$ cat config.mk
export PLATFORM = sky130hd
export DESIGN_NAME = cnt_flag_irq
export DESIGN_NICKNAME = d
export VERILOG_FILES = /design/src/rtl/cnt_flag_irq_pkg.sv /design/src/rtl/cfi_rst_sync.sv /design/src/rtl/cfi_flag_a.sv /design/src/rtl/cfi_flag_b.sv /design/src/rtl/cfi_isr.sv /design/src/rtl/cnt_flag_irq.sv
export SDC_FILE = /design/constraint.sdc
export NUM_CORES = 1
export LEC_CHECK = 0
export CORE_MARGIN = 5
export CORE_UTILIZATION = 24
export DETAILED_ROUTE_END_ITERATION = 10
export GPL_TIMING_DRIVEN = 0
export SKIP_CTS_REPAIR_TIMING = 1
export SLEW_MARGIN = 20
export SYNTH_ARGS = -nofsm -noshare
export SYNTH_HDL_FRONTEND = slang
export SYNTH_SLANG_ARGS = --single-unit
$ cat constraint.sdc
create_clock -name clk -period 0.8 [get_ports clk]
set_input_delay 0.12 -clock clk [delete_from_list [all_inputs] [get_ports clk]]
set_output_delay 0.12 -clock clk [all_outputs]
set_load 0.01 [all_outputs]
$ cat src/rtl/cnt_flag_irq_pkg.sv
`timescale 1ns/1ps
package cnt_flag_irq_pkg;

  typedef enum logic [1:0] {
    PA_OFF    = 2'b00,
    PA_CARRY  = 2'b01,
    PA_BORROW = 2'b10,
    PA_MATCH  = 2'b11
  } pa_src_e;

  typedef enum logic [1:0] {
    SB_OFF   = 2'b00,
    SB_INDEX = 2'b01,
    SB_SIGN  = 2'b10,
    SB_DIR   = 2'b11
  } sb_src_e;

  typedef struct packed {
    logic carry;
    logic borrow;
    logic match;
  } axis_ev_t;

endpackage

$ cat src/rtl/cfi_rst_sync.sv
`timescale 1ns/1ps
module cfi_rst_sync #(
  parameter int STAGES = 2
) (
  input  logic clk,
  input  logic rst_n,
  output logic rst_n_sync
);
  logic [STAGES-1:0] chain_q;
  logic [STAGES-1:0] chain_d;

  always_comb begin
    chain_d = {chain_q[STAGES-2:0], 1'b1};
  end

  always_ff @(posedge clk or negedge rst_n) begin
    if (!rst_n) begin
      chain_q <= '0;
    end else begin
      chain_q <= chain_d;
    end
  end

  assign rst_n_sync = chain_q[STAGES-1];
endmodule

$ cat src/rtl/cfi_flag_a.sv
`timescale 1ns/1ps
module cfi_flag_a
  import cnt_flag_irq_pkg::*;
(
  input  logic     clk,
  input  logic     rst_n,
  input  pa_src_e  src,
  input  logic     hold,
  input  axis_ev_t ev,
  input  logic     clr,
  output logic     hit,
  output logic     flag_n
);
  logic latch_q, latch_d, latch_en;
  logic pulse_q, pulse_d;

  // event selection
  always_comb begin
    unique case (src)
      PA_CARRY:  hit = ev.carry;
      PA_BORROW: hit = ev.borrow;
      PA_MATCH:  hit = ev.match;
      default:   hit = 1'b0;
    endcase
  end

  // next state: a new event outranks the release
  always_comb begin
    latch_d  = latch_q;
    latch_en = 1'b0;
    if (src == PA_OFF || !hold) begin
      latch_d  = 1'b0;
      latch_en = latch_q;
    end else if (hit) begin
      latch_d  = 1'b1;
      latch_en = !latch_q;
    end else if (clr) begin
      latch_d  = 1'b0;
      latch_en = latch_q;
    end
    pulse_d = hit && !hold;
  end

  always_ff @(posedge clk or negedge rst_n) begin
    if (!rst_n) begin
      latch_q <= 1'b0;
    end else if (latch_en) begin
      latch_q <= latch_d;
    end
  end

  always_ff @(posedge clk or negedge rst_n) begin
    if (!rst_n) begin
      pulse_q <= 1'b0;
    end else begin
      pulse_q <= pulse_d;
    end
  end

  assign flag_n = !(latch_q || pulse_q);
endmodule

$ cat src/rtl/cfi_flag_b.sv
`timescale 1ns/1ps
module cfi_flag_b
  import cnt_flag_irq_pkg::*;
(
  input  logic    clk,
  input  logic    rst_n,
  input  sb_src_e src,
  input  logic    index,
  input  logic    neg,
  input  logic    up,
  output logic    flag
);
  logic flag_q, flag_d;

  always_comb begin
    unique case (src)
      SB_INDEX: flag_d = !index;
      SB_SIGN:  flag_d = neg;
      SB_DIR:   flag_d = up;
      default:  flag_d = 1'b1;
    endcase
  end

  always_ff @(posedge clk or negedge rst_n) begin
    if (!rst_n) begin
      flag_q <= 1'b1;
    end else begin
      flag_q <= flag_d;
    end
  end

  assign flag = flag_q;
endmodule

$ cat src/rtl/cfi_isr.sv
`timescale 1ns/1ps
module cfi_isr #(
  parameter int N_AXES = 4
) (
  input  logic              clk,
  input  logic              rst_n,
  input  logic [N_AXES-1:0] set,
  input  logic [N_AXES-1:0] ack,
  output logic [N_AXES-1:0] stat,
  output logic              irq_n
);
  logic [N_AXES-1:0] stat_q, stat_d;
  logic              stat_en;
  logic              irq_n_q, irq_n_d;

  // set outranks acknowledge on the same bit
  always_comb begin
    stat_d  = (stat_q & ~ack) | set;
    stat_en = |(set | ack);
    irq_n_d = (stat_d == '0);
  end

  always_ff @(posedge clk or negedge rst_n) begin
    if (!rst_n) begin
      stat_q <= '0;
    end else if (stat_en) begin
      stat_q <= stat_d;
    end
  end

  always_ff @(posedge clk or negedge rst_n) begin
    if (!rst_n) begin
      irq_n_q <= 1'b1;
    end else if (stat_en) begin
      irq_n_q <= irq_n_d;
    end
  end

  assign stat  = stat_q;
  assign irq_n = irq_n_q;
endmodule

$ cat src/rtl/cnt_flag_irq.sv
`timescale 1ns/1ps
module cnt_flag_irq
  import cnt_flag_irq_pkg::*;
#(
  parameter int N_AXES     = 4,
  parameter int RST_STAGES = 2
) (
  input  logic                  clk,
  input  logic                  rst_n,
  input  logic [N_AXES-1:0]     ev_carry,
  input  logic [N_AXES-1:0]     ev_borrow,
  input  logic [N_AXES-1:0]     ev_match,
  input  logic [N_AXES-1:0]     ev_index,
  input  logic [N_AXES-1:0]     cnt_neg,
  input  logic [N_AXES-1:0]     cnt_up,
  input  logic [2*N_AXES-1:0]   pa_src,
  input  logic [N_AXES-1:0]     pa_hold,
  input  logic [2*N_AXES-1:0]   sb_src,
  input  logic [N_AXES-1:0]     st_clr,
  input  logic [N_AXES-1:0]     irq_ack,
  output logic [N_AXES-1:0]     pa_flag_n,
  output logic [N_AXES-1:0]     sb_flag,
  output logic [N_AXES-1:0]     irq_stat,
  output logic                  irq_n
);
  localparam int SRC_W = 2;

  logic              rst_n_sync;
  logic [N_AXES-1:0] ev_hit;

  cfi_rst_sync #(.STAGES(RST_STAGES)) u_rst (
    .clk        (clk),
    .rst_n      (rst_n),
    .rst_n_sync (rst_n_sync)
  );

  for (genvar a = 0; a < N_AXES; a++) begin : g_axis
    axis_ev_t ev_bundle;
    assign ev_bundle = '{carry: ev_carry[a], borrow: ev_borrow[a], match: ev_match[a]};

    cfi_flag_a u_fa (
      .clk    (clk),
      .rst_n  (rst_n_sync),
      .src    (pa_src_e'(pa_src[SRC_W*a +: SRC_W])),
      .hold   (pa_hold[a]),
      .ev     (ev_bundle),
      .clr    (st_clr[a]),
      .hit    (ev_hit[a]),
      .flag_n (pa_flag_n[a])
    );

    cfi_flag_b u_fb (
      .clk   (clk),
      .rst_n (rst_n_sync),
      .src   (sb_src_e'(sb_src[SRC_W*a +: SRC_W])),
      .index (ev_index[a]),
      .neg   (cnt_neg[a]),
      .up    (cnt_up[a]),
      .flag  (sb_flag[a])
    );
  end

  cfi_isr #(.N_AXES(N_AXES)) u_isr (
    .clk   (clk),
    .rst_n (rst_n_sync),
    .set   (ev_hit),
    .ack   (irq_ack),
    .stat  (irq_stat),
    .irq_n (irq_n)
  );
endmodule

---- Word-level counts from Yosys, hierarchy flattened ----
Cells that the tools add are included.
storage, ports and cells
  logic and storage cells ................. 117
  flip-flop bits (word level) ............. 19
  output and inout port bits .............. 13
operators by class
  eq/ne operators ......................... 24
  muxes and demuxes ....................... 32
  bitwise logic cells ..................... 4
  reduce and logical (&&, ||, !) cells .... 42
operators with widths
  operator                                                               number
  2-bit equality test, second input constant                             16
  1-bit two-way mux                                                      24
  1-bit one-hot mux with 3 select lines                                  8
  2-bit by 1-bit equality test with 1-bit output, second input constant  8
  1-bit logical NOT                                                      16
  3-bit nonzero test                                                     4
  2-bit logical NOT                                                      4
  1-bit logical OR                                                       8
  4-bit bitwise OR                                                       2
  2-bit AND reduction                                                    4
  4-bit AND                                                              1
  1-bit logical AND                                                      4
  4-bit logical NOT                                                      1
  4-bit NOT                                                              1
  4-bit OR reduction                                                     1

---- Logic depth before layout (Yosys ltp) ----
Gate-level depths: netlist (run 1).
  depth in word-level cells ............... 5
  mapped depth ............................ 4
  depth with buffers taken out ............ 4

---- Hierarchy ----
Synthesis (run 1) repeated with hierarchy kept, for this count alone.
unflattened totals
  cell total of the unflattened synthesis .. 92
  area total of the unflattened synthesis .. 1,009.7 um^2
by module, submodules not included
  module        cells an instance  times used  area each (um^2)
  cfi_flag_a    12                 4           125.1
  cfi_flag_b    5                  4           57.6
  cfi_isr       21                 1           225.2
  cfi_rst_sync  3                  1           53.8

---- Worst setup path after synthesis (run 1) ----
Ideal clock, no wire load.
  path kind ............................... input to register
  from .................................... input port irq_ack[1]
  to ...................................... register u_isr.irq_n_q, in the netlist u_isr.irq_n
  data required time ...................... 0.725 ns
  setup slack ............................. -0.317 ns
  stages on the path ...................... 4
  arrival time ............................ 1.042 ns
  buffers on the path ..................... 0
  library setup time ...................... 0.075 ns
  cells stage by stage .................... or4_4 > a211oi_2 > nand4_1 > mux2i_1
on the way
  cells in the longest elaborated chain, start to end .. 4
ends and longest elaborated chain
  item                  line                text
  start, declared       cnt_flag_irq.sv:20  input logic [N_AXES-1:0] irq_ack,
  4-bit NOT             cfi_isr.sv:18       stat_d = (stat_q & ~ack) | set;
  4-bit AND             cfi_isr.sv:18
  4-bit bitwise OR      cfi_isr.sv:18
  4-bit logical NOT     cfi_isr.sv:20       irq_n_d = (stat_d == '0);
  end signal, assigned  cfi_isr.sv:35       irq_n_q <= irq_n_d;
  end, declared         cfi_isr.sv:14       logic irq_n_q, irq_n_d;
Parallel ways exist; a longest one is shown, timed or not.
A chain may end at the register's enable or synchronous reset.

---- Worst setup path in the final report (run 1) ----
  from .................................... input port irq_ack[0]
  to ...................................... register u_isr.irq_n_q, in the netlist u_isr.irq_n
Same word-level chain as after synthesis.

==> results of run 1 <==
[logic make-up (layout without fill, tap and decap cells)]
group	Yosys count	count (layout)	synth area share [%]
other	1	1	0.393
muxes	9	9	9.97
DFF	19	19	50.5
AOI/OAI and AO/OA	21	21	14.2
and+or+nand+nor	27	27	15.1
buffers and inverters	17	88	9.84
[layout make-up]
cell class	instances	share of cell area (%)
inverter	9	1.81
clock buffer	3	2.22
timing repair buffer	75	39.0
sequential	19	25.9
multi-input combinational	58	27.3
tap	50	3.36
clock inverter	1	0.403
[state kept, by name, summed over array words and instances, names as in the netlist]
signal               count
g_axis.u_fa.latch_q      4
u_rst.chain_q            2
g_axis.u_fb.flag         4
u_isr.irq_n              1
g_axis.u_fa.pulse_q      4
u_isr.stat               4
[final timing paths]
path                                        from          endpoint  slack [ps]
min in group clk                       pa_src[3]     u_isr.stat[1]         170
worst min-delay path                       rst_n  u_rst.chain_q[0]          20
worst max-delay path                  irq_ack[0]       u_isr.irq_n        -250
worst max register to register     u_isr.stat[0]       u_isr.irq_n        -240
worst min register to register  u_rst.chain_q[1]     u_isr.stat[1]         190
max in group asynchronous       u_rst.chain_q[1]       u_isr.irq_n         280
[worst register-to-register path, cell delays in order, from the launching register on]
cell and delay, ps:
dfrtp_1 410, a221oi_4 290, nand4_1 110, mux2i_1 150
[metal layers]
metal | up-vias | track usage (%) | routed length, µm
met3 | 2 | 2.07 | 171
met4 | 0 | 4.92 | 34
met1 | 453 | 10.4 | 1000
li1 | 458 | - | -
met5 | - | 0 | 0
met2 | 28 | 20.5 | 1710
[through the flow]
stage	util [%]	instance area (µm²)	cells
floorplan	-	987	94
global placement	43.7	1710	210
detailed placement	43.7	1710	210
CTS	44.9	1760	214
global route	47.6	1860	215
finish	47.6	1860	215
[power groups by stage]
stage                     Combinational, mW  Sequential, mW  Clock (mW)
after floorplan                       0.249            1.12           0
after global placement                0.700            1.11           0
after detailed placement              0.715            1.12           0
after CTS                             0.717            1.10       0.718
after global routing                  0.813            1.12       0.746
final                                 0.754            1.11       0.695
[placed cells by master, fill, tap and decap left out, types with 3 or more instances in the layout]
cell	count
nor2_1	9
clkbuf_2	11
clkdlybuf4s50_1	29
dlymetal6s2s_1	16
mux2i_1	5
a221oi_4	4
buf_6	10
nand2b_1	3
clkbuf_8	3
dfstp_2	5
nor2_2	3
dfrtp_1	13
a21oi_1	7
mux2_4	4
and3b_2	4
buf_4	9
nand2_1	4
inv_1	7
o21ai_0	4
a21oi_2	3
==> impl_metrics.ini, run 1 <==
[outcome]
status = finished, violations left
violations = setup timing

[floorplan]
start_util_pct = 24.4
die_w_um = 73.0
die_h_um = 73.0
die-area_um2 = 5330
coreArea_um2 = 3910
num_io_pins = 67
num_rows = 23

[setup_path]
crit_family = simple AND/OR/NAND/NOR gates
cp.depth = 5
r2r_cells = 3
max_stage_delay_ps = 530
crit_path_top_delay_cell = or4_4
start_kind = input pin
worstPathArrival_ps = 1230
crit_chain = clkbuf_2 -> or4_4 -> a211oi_2 -> nand4_1 -> mux2i_1
timing.critical_path.required_ps = 980
crit_type = in2reg
critical_path_buf_inv_count = 1
critPathMaxFanout = 2
end_kind = flip-flop

[global_route]
grt_max_degree = 18
grt_usage_pct = 10.5
grt_pass1_vias = 983
overflow = 0
grt_pass1_wl_um = 4320
antenna_found_initial = 0

[final_layout]
multi_input_area_um2 = 509
layout-drive-gt1-share_pct = 39.4
fin_nets = 220
fillCellCount = 383
seqCellArea_um2 = 483
syn_to_final_growth_pct = 95.4
antenna_cells = 0

[power_and_ir_drop]
pwr-share-comb_pct = 29.4
p_leak_nw = 0.958
p_sw_mw = 0.679
p_seq_share_pct = 43.5
finalPower_mw = 2.56
p_sw_share_pct = 26.5
vdd_drop_max_mv = 0.777
p_int_mw = 1.88
p_clk_share_pct = 27.1
power_density_nw_per_um2 = 1380

[sta]
setup_viol = 18
period_share_pct = 132
hold_violations = 0
rsz0062_at_grt = yes
clock.fmax_mhz = 950
tns_ps = -3120
finalClockSkew_ps = 9.30
holdWs_ps = 15.5
postLayoutSetupSlackWorst_ps = -253
finalCriticalPeriod_ps = 1050
drv_slew = 0

[yosys]
yosysTopAreaCell = dfrtp_1
ys_seq_area_share_pct = 50.5
ys_ff_latch = 19
synth-main-ff-cell = dfrtp_1
synth_edf_count = 0
yosysMostFrequentCell = dfrtp_1
synth.top_cells.by_area = dfrtp_1 37%, dfstp_2 14%, buf_4 6.3%
syn_avg_cell_area_um2 = 10.1
synth_top_area_share_pct = 36.7
synth_nets = 148
synth_warnings = 0
yosys.cell_types.count = 19
syn_area_um2 = 953
synth_common_cells = 14 x dfrtp_1, 12 x nor2_1, 10 x a21oi_1
syn_inst = 94
async_reset_ff_share_pct = 100

[place]
gp_congestion = 0.824
io_buffers = 66
post-place-ws_ps = -947
place_hpwl_um = 2380

[drt]
viasPerCell = 4.38
wire_per_inst_um = 13.5
first_iter_violations = 16
dr.pass1.iters = 4
vias = 941
wl_um = 2910
ant_nets = 0
drc_errors = 0

[cts]
clk-insertion-delay-late_ps = 260
clk_pin_slew_ps = 80
cts_tree = yes
cts_root_buf = clkbuf_8
cts.sinks = 19
cts_buffers = 3
cts_buffer_depth = 2
htreeDepth = 1

[min_path]
hold_path.class = in2async

[flow_run]
cap_viol_max_count = 0
No activity file was read; power rests on OpenSTA's default activity.
==> inputs of run 2 (changes only) <==
- PLACE_DENSITY: not set -> 0.57
==> run 2 against run 1 <==
Compared with the run above: the run still ends with setup timing left; die area did not move; clock skew shrank 6.4 ps; first-iteration DRC count down 44%; combinational power shrank 3.2%; via count fell by 3.3%; worst setup slack better by 9.3 ps; cell area increased by 0.13%; sequential power barely moved; fmax rose by 0.89%; core utilization grew 0.064 points; register-to-register slack about the same; largest power group unchanged.
==> impl_metrics.ini, run 2 (synthesis results as in run 1) <==
[drt]
wl_um = 2690
first_iter_violations = 9
vias = 910
dr.pass1.iters = 4
wire_per_inst_um = 12.7
drc_errors = 0
viasPerCell = 4.31
ant_nets = 0

[floorplan]
num_rows = 23
die_h_um = 73.0
die-area_um2 = 5330
start_util_pct = 24.4
num_io_pins = 67
die_w_um = 73.0
coreArea_um2 = 3910

[sta]
setup_viol = 18
clock.fmax_mhz = 958
tightest_slew_ps = 701
hold_violations = 0
postLayoutSetupSlackWorst_ps = -244
drv_slew = 0
holdWs_ps = 20.8
rsz0062_at_grt = yes
slew_headroom_pct = 53.3
tns_ps = -3060
finalCriticalPeriod_ps = 1040
period_share_pct = 130
finalClockSkew_ps = 2.92

[global_route]
grt_max_degree = 18
grt_pass1_wl_um = 3970
antenna_found_initial = 1
grt_usage_pct = 9.51
grt-busiest-layer = met2
grtUsageMet2_pct = 17.0
grt_pass1_vias = 943
met3_usage_pct = 4.96
grt_use_met1_pct = 9.66
overflow = 0

[cts]
cts.sinks = 19
cts_buffer_depth = 2
cts_buffers = 3
htreeDepth = 1
cts_root_buf = clkbuf_8
cts_tree = yes
clk_pin_slew_ps = 80
clk-insertion-delay-late_ps = 250

[flow_run]
cap_viol_max_count = 0

[final_layout]
stdcell_count = 211
fin_nets = 215
layout-drive-gt1-share_pct = 30.6
layout_common_cells = 29 x clkdlybuf4s50_1, 22 x dlymetal6s2s_1, 14 x dfrtp_1, 10 x nor2_1, 10 x buf_6
syn_to_final_growth_pct = 95.7
layout_commonest_cell = clkdlybuf4s50_1

[power_and_ir_drop]
pwr-share-comb_pct = 29.0
vdd_drop_max_mv = 0.662
p_int_mw = 1.87
power_density_nw_per_um2 = 1350
p_sw_mw = 0.648
p_leak_nw = 0.985
p_clk_share_pct = 26.8
p_seq_share_pct = 44.1
p_sw_share_pct = 25.7
finalPower_mw = 2.52

[setup_path]
crit_path_top_delay_cell = dfrtp_1
critical_path_buf_inv_count = 0
regToRegSetupSlack_ps = -240
startpoint = u_isr.stat[0]
worstPathArrival_ps = 1230
max_stage_delay_ps = 410
crit_family = flip-flops
timing.rr.start = u_isr.stat[0]
timing.critical_path.required_ps = 980
crit_type = reg2reg
start_kind = flip-flop
crit_chain = a221oi_4 -> nand4_1 -> mux2i_1
critPathMaxFanout = 2
r2r_cells = 3
end_kind = flip-flop
r2r-end = u_isr.irq_n

[place]
place_hpwl_um = 2140
io_buffers = 66
gp_congestion = 0.798
place_inst = 210

[min_path]
hold_path.class = in2async

[outcome]
violations = setup timing
status = finished, violations left
==> run 2: area by class of cell <==
cell class / instances / area [µm²]
fill: 371 / 2050
timing repair buffer: 69 / 726
multi-input combinational: 58 / 503
sequential: 19 / 482
tap: 50 / 62.6
clock buffer: 3 / 41.3
inverter: 9 / 33.8
clock inverter: 1 / 7.51
buffer: 1 / 7.51
antenna: 1 / 2.50
==> run 2: worst register-to-register path, stage by stage, from the launching register on <==
cell	delay (ps)
dfrtp_1	410
a221oi_4	290
nand4_1	120
mux2i_1	160
==> run 2: how the worst max path moves through the flow <==
| stage | to | slack, ps | depth (start not counted) |
|---|---|---|---|
| CTS | sb_flag[0] | -730 | 2 |
| global placement | u_isr.irq_n | -910 | 5 |
| global route | u_isr.irq_n | -330 | 3 |
| finish | u_isr.irq_n | -240 | 3 |
| floorplan | u_isr.irq_n | -300 | 4 |
| detailed placement | u_isr.irq_n | -940 | 5 |
==> run 2: stage by stage <==
stage / cell area (µm²) / worst slack (ps) / utilization, %
2_1_floorplan: 987 / -301 / -
3_3_place_gp: 1710 / -906 / 43.7
3_5_place_dp: 1710 / -939 / 43.7
4_1_cts: 1760 / -728 / 44.9
5_1_grt: 1870 / -334 / 47.7
6_report: 1870 / -244 / 47.7
==> run 2: metal layers <==
metal	vias to the layer above	wire (µm)
met5	-	0
met4	0	17
met3	2	319
met2	39	1410
met1	423	938
li1	446	-
==> run 2: power groups by stage <==
| stage | registers [mW] | clock network (mW) | logic [mW] |
|---|---|---|---|
| finish | 1.11 | 0.676 | 0.730 |
| global route | 1.12 | 0.775 | 0.791 |
| CTS | 1.10 | 0.716 | 0.716 |
| detailed placement | 1.12 | 0 | 0.711 |
| global placement | 1.11 | 0 | 0.703 |
| floorplan | 1.12 | 0 | 0.249 |
